--- src/rtl/dcbal_pkg.sv ---
package dcbal_pkg;

  localparam int CODE_W = 4;
  localparam int LEAD_W = 2;

  typedef enum logic [1:0] {
    KIND_FILL = 2'd0,
    KIND_DATA = 2'd1,
    KIND_CTRL = 2'd2
  } frame_kind_e;

  localparam logic [CODE_W-1:0] CODE_DATA_F0 = 4'b1101;
  localparam logic [CODE_W-1:0] CODE_DATA_F1 = 4'b1011;
  localparam logic [CODE_W-1:0] CODE_CTRL    = 4'b0011;
  localparam logic [LEAD_W-1:0] LEAD_CTRL    = 2'b01;
  localparam logic [LEAD_W-1:0] LEAD_FILL    = 2'b10;

endpackage

--- src/rtl/dcbal_frame_builder.sv ---
module dcbal_frame_builder
  import dcbal_pkg::*;
#(
  parameter int DW = 16,
  localparam int BODY_W = DW - LEAD_W,
  localparam int FW = DW + CODE_W
) (
  input  frame_kind_e       kind,
  input  logic              flag,
  input  logic [DW-1:0]     data,
  input  logic [BODY_W-1:0] ctrl,
  output logic [FW-1:0]     frame
);

  logic [BODY_W-1:0] idle_body;

  always_comb begin
    for (int i = 0; i < BODY_W; i++) idle_body[i] = (i % 2) == 1;
  end

  always_comb begin
    unique case (kind)
      KIND_DATA: frame = {(flag ? CODE_DATA_F1 : CODE_DATA_F0), data};
      KIND_CTRL: frame = {CODE_CTRL, LEAD_CTRL, ctrl};
      default:   frame = {CODE_CTRL, LEAD_FILL, idle_body};
    endcase
  end

endmodule

--- src/rtl/dcbal_disparity_calc.sv ---
module dcbal_disparity_calc #(
  parameter int FW = 24,
  localparam int CNT_W = $clog2(FW + 1),
  localparam int DISP_W = CNT_W + 2
) (
  input  logic [FW-1:0]            frame,
  input  logic [CNT_W-1:0]         active_bits,
  output logic signed [DISP_W-1:0] disp
);

  logic [CNT_W-1:0] ones;

  always_comb begin
    ones = '0;
    for (int i = 0; i < FW; i++) ones = ones + CNT_W'(frame[i]);
    disp = $signed({1'b0, ones, 1'b0}) - $signed({2'b00, active_bits});
  end

endmodule

--- src/rtl/dcbal_frame_encoder.sv ---
module dcbal_frame_encoder
  import dcbal_pkg::*;
#(
  parameter int NARROW_DW = 16,
  parameter int WIDE_DW = 20,
  localparam int FW_N = NARROW_DW + CODE_W,
  localparam int FW_W = WIDE_DW + CODE_W,
  localparam int CTRL_W = WIDE_DW - LEAD_W,
  localparam int CNT_W = $clog2(FW_W + 1),
  localparam int DISP_W = CNT_W + 2
) (
  input  logic              clk,
  input  logic              rst,
  input  logic              pll_locked,
  input  logic              tx_enable,
  input  logic              wide_mode,
  input  logic              flag_in,
  input  logic              data_avail,
  input  logic              ctrl_avail,
  input  logic              fill_req,
  input  logic [WIDE_DW-1:0] data_in,
  input  logic [CTRL_W-1:0] ctrl_in,
  output logic              tx_ready,
  output logic              frame_valid,
  output logic [FW_W-1:0]   frame_out
);

  localparam logic [FW_W-1:0] MASK_N = {{(FW_W-FW_N){1'b0}}, {FW_N{1'b1}}};
  localparam logic [CNT_W-1:0] ACT_N = CNT_W'(FW_N);
  localparam logic [CNT_W-1:0] ACT_W = CNT_W'(FW_W);

  frame_kind_e kind;
  logic [FW_W-1:0] raw_frame, frame_next, act_mask;
  logic signed [DISP_W-1:0] disp, rd_q, rd_next;
  logic disp_pos, disp_neg, rd_pos, rd_neg, invert;
  logic wide_q;

  // Frame type selection, ready has priority over all requests
  always_comb begin
    if (!tx_ready || fill_req) kind = KIND_FILL;
    else if (data_avail)       kind = KIND_DATA;
    else if (ctrl_avail)       kind = KIND_CTRL;
    else                       kind = KIND_FILL;
  end

  // One builder per frame width; mode picks which one is used
  for (genvar g = 0; g < 2; g++) begin : g_width
    localparam int DW = (g == 0) ? NARROW_DW : WIDE_DW;
    logic [DW+CODE_W-1:0] part;
    dcbal_frame_builder #(.DW(DW)) u_build (
      .kind (kind),
      .flag (flag_in),
      .data (data_in[DW-1:0]),
      .ctrl (ctrl_in[DW-LEAD_W-1:0]),
      .frame(part)
    );
  end

  always_comb begin
    if (wide_mode) raw_frame = g_width[1].part;
    else           raw_frame = FW_W'(g_width[0].part);
    act_mask = wide_mode ? '1 : MASK_N;
  end

  dcbal_disparity_calc #(.FW(FW_W)) u_disp (
    .frame      (raw_frame),
    .active_bits(wide_mode ? ACT_W : ACT_N),
    .disp       (disp)
  );

  always_comb begin
    disp_neg   = disp[DISP_W-1];
    disp_pos   = !disp_neg && (disp != '0);
    rd_neg     = rd_q[DISP_W-1];
    rd_pos     = !rd_neg && (rd_q != '0);
    invert     = (disp_pos && rd_pos) || (disp_neg && rd_neg);
    frame_next = invert ? (raw_frame ^ act_mask) : raw_frame;
    rd_next    = invert ? (rd_q - disp) : (rd_q + disp);
  end

  always_ff @(posedge clk) begin
    if (rst) begin
      rd_q        <= '0;
      frame_out   <= '0;
      frame_valid <= 1'b0;
      tx_ready    <= 1'b0;
      wide_q      <= 1'b0;
    end else begin
      rd_q        <= rd_next;
      frame_out   <= frame_next;
      frame_valid <= 1'b1;
      tx_ready    <= pll_locked && tx_enable;
      wide_q      <= wide_mode;
    end
  end

  // Fields of the frame just sent, located by the mode it was sent in
  logic [CODE_W-1:0] code_seen;
  logic [LEAD_W-1:0] lead_seen;
  always_comb begin
    if (wide_q) begin
      code_seen = frame_out[FW_W-1 -: CODE_W];
      lead_seen = frame_out[FW_W-CODE_W-1 -: LEAD_W];
    end else begin
      code_seen = frame_out[FW_N-1 -: CODE_W];
      lead_seen = frame_out[FW_N-CODE_W-1 -: LEAD_W];
    end
  end


  ready_follow_chk: assert property (@(posedge clk) disable iff (rst)
    (pll_locked && tx_enable) |=> tx_ready);

  ready_drop_chk: assert property (@(posedge clk) disable iff (rst)
    !(pll_locked && tx_enable) |=> !tx_ready);

  valid_strobe_chk: assert property (@(posedge clk) disable iff (rst)
    1'b1 |=> frame_valid);

  pos_total_no_grow_chk: assert property (@(posedge clk) disable iff (rst)
    rd_pos |=> (rd_q <= $past(rd_q)));

  neg_total_no_fall_chk: assert property (@(posedge clk) disable iff (rst)
    rd_neg |=> (rd_q >= $past(rd_q)));

  zero_disp_hold_chk: assert property (@(posedge clk) disable iff (rst)
    (disp == '0) |=> $stable(rd_q));

  total_bound_chk: assert property (@(posedge clk) disable iff (rst)
    (int'(rd_q) <= FW_W) && (int'(rd_q) >= -FW_W));

  narrow_top_zero_chk: assert property (@(posedge clk) disable iff (rst)
    (frame_valid && !wide_q) |-> (frame_out[FW_W-1:FW_N] == '0));

  code_middle_chk: assert property (@(posedge clk) disable iff (rst)
    frame_valid |-> (code_seen[2] != code_seen[1]));

  code_alt_chk: assert property (@(posedge clk) disable iff (rst)
    frame_valid |-> (code_seen != 4'b1010 && code_seen != 4'b0101));

  code_1100_lead_chk: assert property (@(posedge clk) disable iff (rst)
    (frame_valid && code_seen == 4'b1100) |-> (lead_seen == 2'b10));

endmodule

--- config.mk ---
export PLATFORM = sky130hd
export DESIGN_NAME = dcbal_frame_encoder
export DESIGN_NICKNAME = d
export VERILOG_FILES = /design/src/rtl/dcbal_pkg.sv /design/src/rtl/dcbal_frame_builder.sv /design/src/rtl/dcbal_disparity_calc.sv /design/src/rtl/dcbal_frame_encoder.sv
export SDC_FILE = /design/constraint.sdc
export NUM_CORES = 1
export LEC_CHECK = 0
export ABC_CLOCK_PERIOD_IN_PS = 12310
export BUFFER_PORTS_ARGS = -buffer_cell sky130_fd_sc_hd__buf_2
export CORE_MARGIN = 2
export CORE_UTILIZATION = 53
export DETAILED_ROUTE_END_ITERATION = 8
export HOLD_SLACK_MARGIN = 0.06
export PLACE_DENSITY = 0.81
export SETUP_SLACK_MARGIN = 0.4
export SYNTH_ARGS = -nofsm -noshare
export SYNTH_HDL_FRONTEND = slang
export SYNTH_SLANG_ARGS = --single-unit
export TNS_END_PERCENT = 50
--- constraint.sdc ---
create_clock -name clk -period 12.31 [get_ports clk]
set_input_delay 1.231 -clock clk [delete_from_list [all_inputs] [get_ports clk]]
set_output_delay 1.231 -clock clk [all_outputs]
set_load 0.02 [all_outputs]
After elaboration in Yosys (flattened, before gate mapping)
Cells that the tools add are included.
- word-level logic and storage cells: 57
- output and inout port bits: 26
- bits in registers: 33
- muxes and demuxes: 12
- reductions and logical operators: 12
- $add $sub $neg: 26
- bitwise operators: 1
- equal/unequal tests: 2
- operators with widths (kind ; count):
    $add A5 B1 Y5 ; 22
    $mux W24 ; 3
    $pmux W24 S2 ; 1
    $pmux W20 S2 ; 1
    $xor A24 B24 Y24 ; 1
    $reduce_bool A7 Y1 ; 2
    $add A7 B7 Y7 ; 1
    $mux W7 ; 1
    $sub A6 B5 Y7 ; 1
    $sub A7 B7 Y7 ; 1
    $mux W2 ; 3
    $logic_and A1 B1 Y1 ; 5
    $mux W4 ; 1
    $logic_not A1 Y1 ; 3
    $mux W3 ; 1
    $add A1 B1 Y2 ; 1
    $eq A2 B1 Y1 const B ; 1
    $eq A2 B2 Y1 const B ; 1
    $logic_or A1 B1 Y1 ; 2
    $mux W1 ; 1

Logic depth before layout (Yosys ltp)
Gate-level depths: netlist (run 1).
- word-level depth: 35
- gate-level depth with buffers: 39
- gate-level depth less buffers: 36

Modules after synthesis
Synthesis (run 1) repeated with hierarchy kept, for this count alone.
- cell total of the unflattened synthesis: 403
- area, all modules: 3423.3 µm²
- by module, submodules not included (module ; cells each ; area each (µm²) ; instances):
    dcbal_frame_encoder ; 223 ; 1971.9 ; 1
    dcbal_disparity_calc ; 92 ; 802.0 ; 1
    dcbal_frame_builder at g_width[1].u_build ; 47 ; 336.6 ; 1
    dcbal_frame_builder at g_width[0].u_build ; 41 ; 312.8 ; 1

Worst setup path after synthesis (run 1)
Ideal clock, no wire load.
- path kind: input to register
- start point: in fill_req
- end point: reg rd_q[6]
- library setup time: 0.058 ns
- data required time: 12.252 ns
- arrival time: 9.513 ns
- path slack: 2.739 ns
- stages: 37
- cells stage by stage: nor2b_1 and2_1 inv_1 ha_1 nor2b_1 clkbuf_1 a22o_1 ha_1 fa_1 fa_1 fa_1 fa_1 inv_1 fa_1 fa_1 inv_1 fa_1 inv_1 ha_1 inv_1 fa_1 nand2b_1 nor3_1 nand4_1 a22o_1 a21oi_2 buf_4 buf_8 mux2i_1 ha_1 nor2b_1 o21ai_0 nand2b_1 a31oi_1 xnor2_1 a211o_1 nand2_1
- longest elaborated chain between the ends: 34
- elaborated cells between the ends (all ways): 40
- RTL lines (element ; line ; text):
    start: declaration ; dcbal_frame_encoder.sv:20 ; input logic fill_req,
    $logic_or A1 B1 Y1 * ; dcbal_frame_encoder.sv:40 ; if (!tx_ready || fill_req) kind = KIND_FILL;
    $mux W2 * ; dcbal_frame_encoder.sv:40 ;
    $eq A2 B2 Y1 or $eq A2 B1 Y1 (tied branches) ; dcbal_frame_builder.sv:22 ; unique case (kind)
    $pmux W20 S2 or $pmux W24 S2 (tied branches) ; dcbal_frame_builder.sv:22 ;
    $mux W24 * ; dcbal_frame_encoder.sv:60 ; if (wide_mode) raw_frame = g_width[1].part;
    $add A1 B1 Y2 ; dcbal_disparity_calc.sv:15 ; for (int i = 0; i < FW; i++) ones = ones + CNT_W'(frame[i]);
    $add A5 B1 Y5 (21 in series) ; dcbal_disparity_calc.sv:15 ;
    $add A5 B1 Y5 * ; dcbal_disparity_calc.sv:15 ;
    $sub A6 B5 Y7 * ; dcbal_disparity_calc.sv:16 ; disp = $signed({1'b0, ones, 1'b0}) - $signed({2'b00, active_bits});
    branches (longest 4 deep; another with $add A7 B7 Y7) ; n/a ;
    $mux W7 * ; dcbal_frame_encoder.sv:78 ; rd_next = invert ? (rd_q - disp) : (rd_q + disp);
    end signal: assignment ; dcbal_frame_encoder.sv:89 ; rd_q <= rd_next;
    end: declaration ; dcbal_frame_encoder.sv:34 ; logic signed [DISP_W-1:0] disp, rd_q, rd_next;
Mark *: on every way between the ends.
A chain may end at the register's enable or synchronous reset.

Worst setup path after layout (run 1)
Ends and elaborated chain as after synthesis.

==> run metrics, run 1 <==
Seq cells post-synth=32; core area=4690 µm²; CP max stage delay=0.66 ns; Pre-antenna DRT Iters=4; clk_skew=0.00349 ns; max-slew violation count=0; largest net degree at the start of global routing=30; Final GP Congestion=0.931; Buf/Inv on CP=6; routed len/inst=14.4 µm; vias=2,227; CP Capture Type=flop; max_cap viols=0; Yosys warnings=0; ANT cells=0; clk_lat worst skew=0.28 ns; antenna violations before repair=0; kind of critical path=in2reg; Sink Count=32; Slew @ Worst Pin=0.731 ns; setup TNS=0 ns; CTS Hold Bufs=0; Total Routing Usage GR=23.0%; Max Freq=0.0948 GHz; Synth Net Count=368; Leakage Power=1.51 nW; total power=0.729 mW; initial detailed-routing violation count=103; setup violators final=0; critical path's top delay family=adder cells; first-pass GRT wire length=9620 µm; Distinct cells, synth=49; Starting Density=54.6%; sequential-to-total area share from yosys stat=25.0%; status=complete, no violations; Die Footprint=5410 µm²; crit start category=input port; VDD IR-drop max=0.118 mV; Post-Syn Instances=285; H-tree levels=2; Post-CTS Resized=0; slowest CP cell=nor2b_1; min-delay worst type=reg2reg; crit share post-route=85.7%; ratio of cells with drive above 1 in the final layout=24.2%; top fanout value on the critical path=29; final hold vios=0; minimum clock period=10.55 ns; vias in the first global route=2,127; synthesized area per cell=8.99 µm²; Crit path required time=12.54 ns; CP arrival=10.79 ns; synthesized area=2560 µm²; hpwl dp=4580 µm; Top FF cell, synth=dfxtp_1; chip width=73.5 µm; Slew HR=51.2%; Final #Nets=433; Overflow after GRT=0; Die Height=73.5 µm; DRT Wirelength=5850 µm; CP most frequent cell=fa_1; Area growth syn-to-layout=18.0%; unrepaired setup endpoints after global routing=false; I/O Buffers=72; clock-pin transition on the worst setup and hold timing paths=0.07 ns; PD cells=241 nW/µm²; root buf cell=clkbuf_8; CTS Buf Count=5; residual DRC count=0; EDFF count, synth=0; via density per instance=5.50; I/O Pins=73; Synth async-reset ratio=0%; Setup Buffers After CTS=0; CTS tree=yes; row count=25; Max Root-Sink Buffers=2; ANT nets after route=0
synthesized netlist by cell type (5+ instances only):
| library cell | n | area (µm²) |
|---|---|---|
| a21oi_1 | 9 | 45.0 |
| xnor2_1 | 19 | 166 |
| nand2_1 | 13 | 48.8 |
| and3_1 | 5 | 31.3 |
| nor2_1 | 26 | 97.6 |
| a22o_1 | 5 | 43.8 |
| clkbuf_1 | 10 | 37.5 |
| nor2b_1 | 10 | 62.6 |
| xor2_1 | 13 | 114 |
| inv_1 | 31 | 116 |
| a221oi_1 | 6 | 52.6 |
| dfxtp_1 | 32 | 641 |
| and2_1 | 6 | 37.5 |
| ha_1 | 18 | 225 |
| o21ai_0 | 7 | 35.0 |
| fa_1 | 18 | 360 |
through the flow:
step / setup slack, ns / hold WS (ns) / instances / cell area (µm²) / utilization (%)
global route: 1.31 / 0.681 / 405 / 3020 / 64.4
global placement: 1.85 / 0.628 / 397 / 2920 / 62.1
floorplan: 2.74 / 0.581 / 285 / 2560 / -
CTS: 1.77 / 0.652 / 405 / 3020 / 64.4
detailed placement: 1.56 / 0.639 / 397 / 2920 / 62.1
finish: 1.76 / 0.651 / 405 / 3020 / 64.4
worst paths after layout:
check                            from                  to  slack [ns]  cells after the start
setup / recovery             fill_req  rd_q[6]$_SDFF_PP0_        1.76                     35
hold / removal     rd_q[1]$_SDFF_PP0_  rd_q[1]$_SDFF_PP0_        0.65                      3
setup reg to reg  tx_ready$_SDFF_PP0_  rd_q[6]$_SDFF_PP0_        2.45                     34
hold reg to reg    rd_q[1]$_SDFF_PP0_  rd_q[1]$_SDFF_PP0_        0.65                      3
state kept, by name (all words and copies together) (netlist names):
register     flops
frame_out       24
rd_q             6
frame_valid      1
tx_ready         1
layout by cell type (no fill, tap or decap), drive strengths merged, types with 4 or more instances in the layout:
| cell type | count |
|---|---|
| a21o | 4 |
| a21oi | 10 |
| a221oi | 6 |
| a22o | 5 |
| and2 | 6 |
| and3 | 5 |
| buf | 73 |
| clkbuf | 6 |
| dfxtp | 32 |
| fa | 18 |
| ha | 18 |
| inv | 31 |
| nand2 | 13 |
| nor2 | 26 |
| nor2b | 10 |
| nor3 | 4 |
| o21ai | 7 |
| xnor2 | 19 |
| xor2 | 13 |
logic make-up after synthesis:
group	count (synthesis)	share of synthesized area [%]
compound gates	58	16.9
xor+xnor	32	10.9
fa+ha+maj	36	22.9
buf+inv	46	8.06
flops	32	25.0
mux	1	0.391
simple gates	80	15.8
per-layer routing:
layer  share of wire (%)  wire, µm  track usage [%]
met3                 5.8       339             3.29
met2                  47      2740             37.7
met5                   0         0                0
met1                  44      2600             29.9
met4                 2.9       169             10.9
power by group:
| part | total, mW | internal (mW) | switching, mW |
|---|---|---|---|
| Combinational | 0.469 | 0.203 | 0.266 |
| Clock | 0.0991 | 0.0600 | 0.0391 |
| Sequential | 0.160 | 0.147 | 0.0132 |
cell type report:
type	count	area, µm²
multi-input cells	207	1720
fillers	407	1670
flip-flops and latches	32	641
repair buffers	73	368
inverters	31	116
clock buffers	6	72.6
well taps	54	67.6
clock inverters	2	35.0
worst reg2reg max path: cells and delay by family, from the launching register on:
kind	cells	cell delay (ns)
flops	1	0.32
mux	1	0.27
buf+inv	5	0.66
xor+xnor	1	0.11
simple gates	9	1.97
fa+ha+maj	12	5.14
compound gates	6	1.36
(Power assumes the default switching activity.)
==> run 2, diff against run 1 <==
Settings changed: ABC_CLOCK_PERIOD_IN_PS 12310 to 8900, BUFFER_PORTS_ARGS -buffer_cell sky130_fd_sc_hd__buf_2 to default, CORE_UTILIZATION 53 to 58, CTS_CLUSTER_SIZE from default to 20, DONT_BUFFER_PORTS from default to 1, PLACE_DENSITY 0.81 to 0.76.
Clock period 12.31 ns to 8.9 ns, I/O delays scaled along.
==> run 2 against run 1 <==
Net effect:
- clock power rose by 4%
- clock skew barely moved
- cell area fell by 6.1%
- cell count fell by 16%
- via count fell by 12%
- non-clock buffer count fell by 62
- critical path type unchanged
- largest cell class unchanged
==> run metrics, run 2 (synthesized netlist as in run 1, its figures left out) <==
max_cap viols=0 (unchanged); largest registers=frame_out x24, rd_q x6; root buf cell=clkbuf_8; routed len/inst=15.9 µm (+10%); crit share post-route=94.2%; CP arrival=8.61 ns (-2.18 ns); Max Freq=0.119 GHz; ANT cells=0 (unchanged); ANT nets after route=0 (unchanged); CTS tree=yes; Die Footprint=4970 µm² (-8.1%); hold path start=rd_q[1]$_SDFF_PP0_; cell count along the critical path=34 (-2.9%); most common cell after layout, fill and taps aside=dfxtp_1; Leakage Power=1.27 nW (-16%); Crit path required time=9.13 ns (-3.41 ns); clk_lat worst skew=0.28 ns (about the same); kind of critical path=in2reg; Final #Nets=373 (-14%); vias in the first global route=1,848 (-13%); PD cells=347 nW/µm² (+44%); top fanout value on the critical path=7 (-76%); Slew @ Worst Pin=0.631 ns (-0.100 ns); Worst R2R Start=tx_ready$_SDFF_PP0_; CP most frequent cell=fa_1; Cells on Worst Hold Path=3 (unchanged); Storage cell area=641 µm² (unchanged); Final Instance Count excl. Fillers=342 (-16%); via density per instance=5.76 (+4.7%); H-tree levels=2 (unchanged); clock-pin transition on the worst setup and hold timing paths=0.06 ns (about the same); VDD IR-drop max=0.146 mV (+24%); slowest CP cell=fa_1; min-delay worst type=reg2reg; ratio of cells with drive above 1 in the final layout=14.1% (-10 points); CTS Buf Count=5 (unchanged); unrepaired setup endpoints after global routing=true; CP max stage delay=0.52 ns (-0.14 ns); minimum clock period=8.39 ns; critical path's top delay family=adder cells; Die Height=70.5 µm (-4.2%); first-pass GRT wire length=8580 µm (-11%); placed cell count=327 (-18%); setup violators final=0 (unchanged); I/O Buffers=0 (-100%); I/O Pins=73 (unchanged); Slew HR=58.0% (+6.8 points); DRT Wirelength=5440 µm (-7.0%); status=complete, no violations; Total Routing Usage GR=21.7% (-1.3 points); crit start category=input port; Final GP Congestion=0.882 (-5.3%); most frequent cells in the layout=dfxtp_1 (32), inv_1 (30), nor2_1 (26); largest net degree at the start of global routing=25 (-17%); chip width=70.5 µm (-4.2%); reg2reg path depth=34 (unchanged); total power=0.986 mW (+35%); Buf/Inv on CP=6 (unchanged); initial detailed-routing violation count=68 (-34%); Most flops, register=frame_out; Overflow after GRT=0 (unchanged); row count=24 (-4.0%); core area=4290 µm² (-8.5%); CTS Hold Bufs=0 (unchanged); Max Root-Sink Buffers=2 (unchanged); Starting Density=59.7% (+5.1 points); final hold vios=0 (unchanged); antenna violations before repair=0 (unchanged); Area growth syn-to-layout=10.8%; vias=1,969 (-12%); Sink Count=32 (unchanged); crit path from=fill_req; hpwl dp=4220 µm (-7.9%); max-slew violation count=0 (unchanged); area of the multi-input gates=1840 µm² (+6.9%); clk_skew=0.00360 ns (+0.000102 ns); residual DRC count=0 (unchanged); # fillers=366 (-10%); max reg flops=24 (unchanged); Pre-antenna DRT Iters=4 (unchanged); CP Capture Type=flop
run 2: per-stage QoR:
stage / utilization (%) / hold WS (ns) / setup slack (ns) / TNS [ns] / cell area (µm²)
after detailed placement: 61.3 / 0.627 / -0.0820 / -0.0820 / 2630
final: 66.1 / 0.639 / 0.513 / 0 / 2840
after global routing: 66.1 / 0.665 / 0.146 / 0 / 2840
after floorplan: - / 0.581 / 0.306 / 0 / 2640
after global placement: 61.3 / 0.624 / 0.0361 / 0 / 2630
after CTS: 63.2 / 0.639 / 0.412 / 0 / 2720
run 2: power by group:
part	switching (mW)	leakage [nW]	internal, mW	total (mW)
logic	0.308	0.959	0.288	0.597
clock network	0.0497	0.0410	0.0531	0.103
registers	0.0817	0.266	0.205	0.287
run 2: routing by layer:
| layer | vias to the layer above | part of all wire, % | routed length, µm | GRT usage [%] |
|---|---|---|---|---|
| met4 | 0 | 1.8 | 97 | 7.26 |
| met2 | 66 | 46 | 2500 | 33.9 |
| li1 | 974 | - | - | - |
| met5 | - | 0 | 0 | 0 |
| met1 | 920 | 46 | 2490 | 30.0 |
| met3 | 9 | 6.3 | 344 | 4.62 |
run 2: final timing paths:
kind,slack (ns),endpoint
max,0.51,rd_q[6]$_SDFF_PP0_
min,0.64,rd_q[1]$_SDFF_PP0_
max reg2reg,0.59,rd_q[6]$_SDFF_PP0_
min reg2reg,0.64,rd_q[1]$_SDFF_PP0_
run 2: worst register-to-register path, delay by kind of cell, from the launching register on:
kind | cells | cell delay [ns]
AND/OR/NAND/NOR | 9 | 1.15
XOR/XNOR | 1 | 0.10
adder cells (fa/ha/maj) | 11 | 4.55
flip-flops | 1 | 0.44
AO/OA/AOI/OAI | 6 | 1.43
multiplexers | 1 | 0.25
buffers and inverters | 6 | 0.36
run 2: cell type report:
cell class / count / area share (%)
Clock buffer: 6 / 2.56
Clock inverter: 1 / 0.176
Inverter: 31 / 4.10
Multi-Input combinational cell: 209 / 64.9
Sequential cell: 32 / 22.6
Tap cell: 52 / 2.29
Timing Repair Buffer: 11 / 3.44
run 2: timing repair:
action / in CTS / in global routing
setup buffers: 0 / 6
endpoints found under the setup margin: 2 / 4
gates cloned: 0 / 2
resized for setup: 2 / 14
pin swaps: 0 / 8
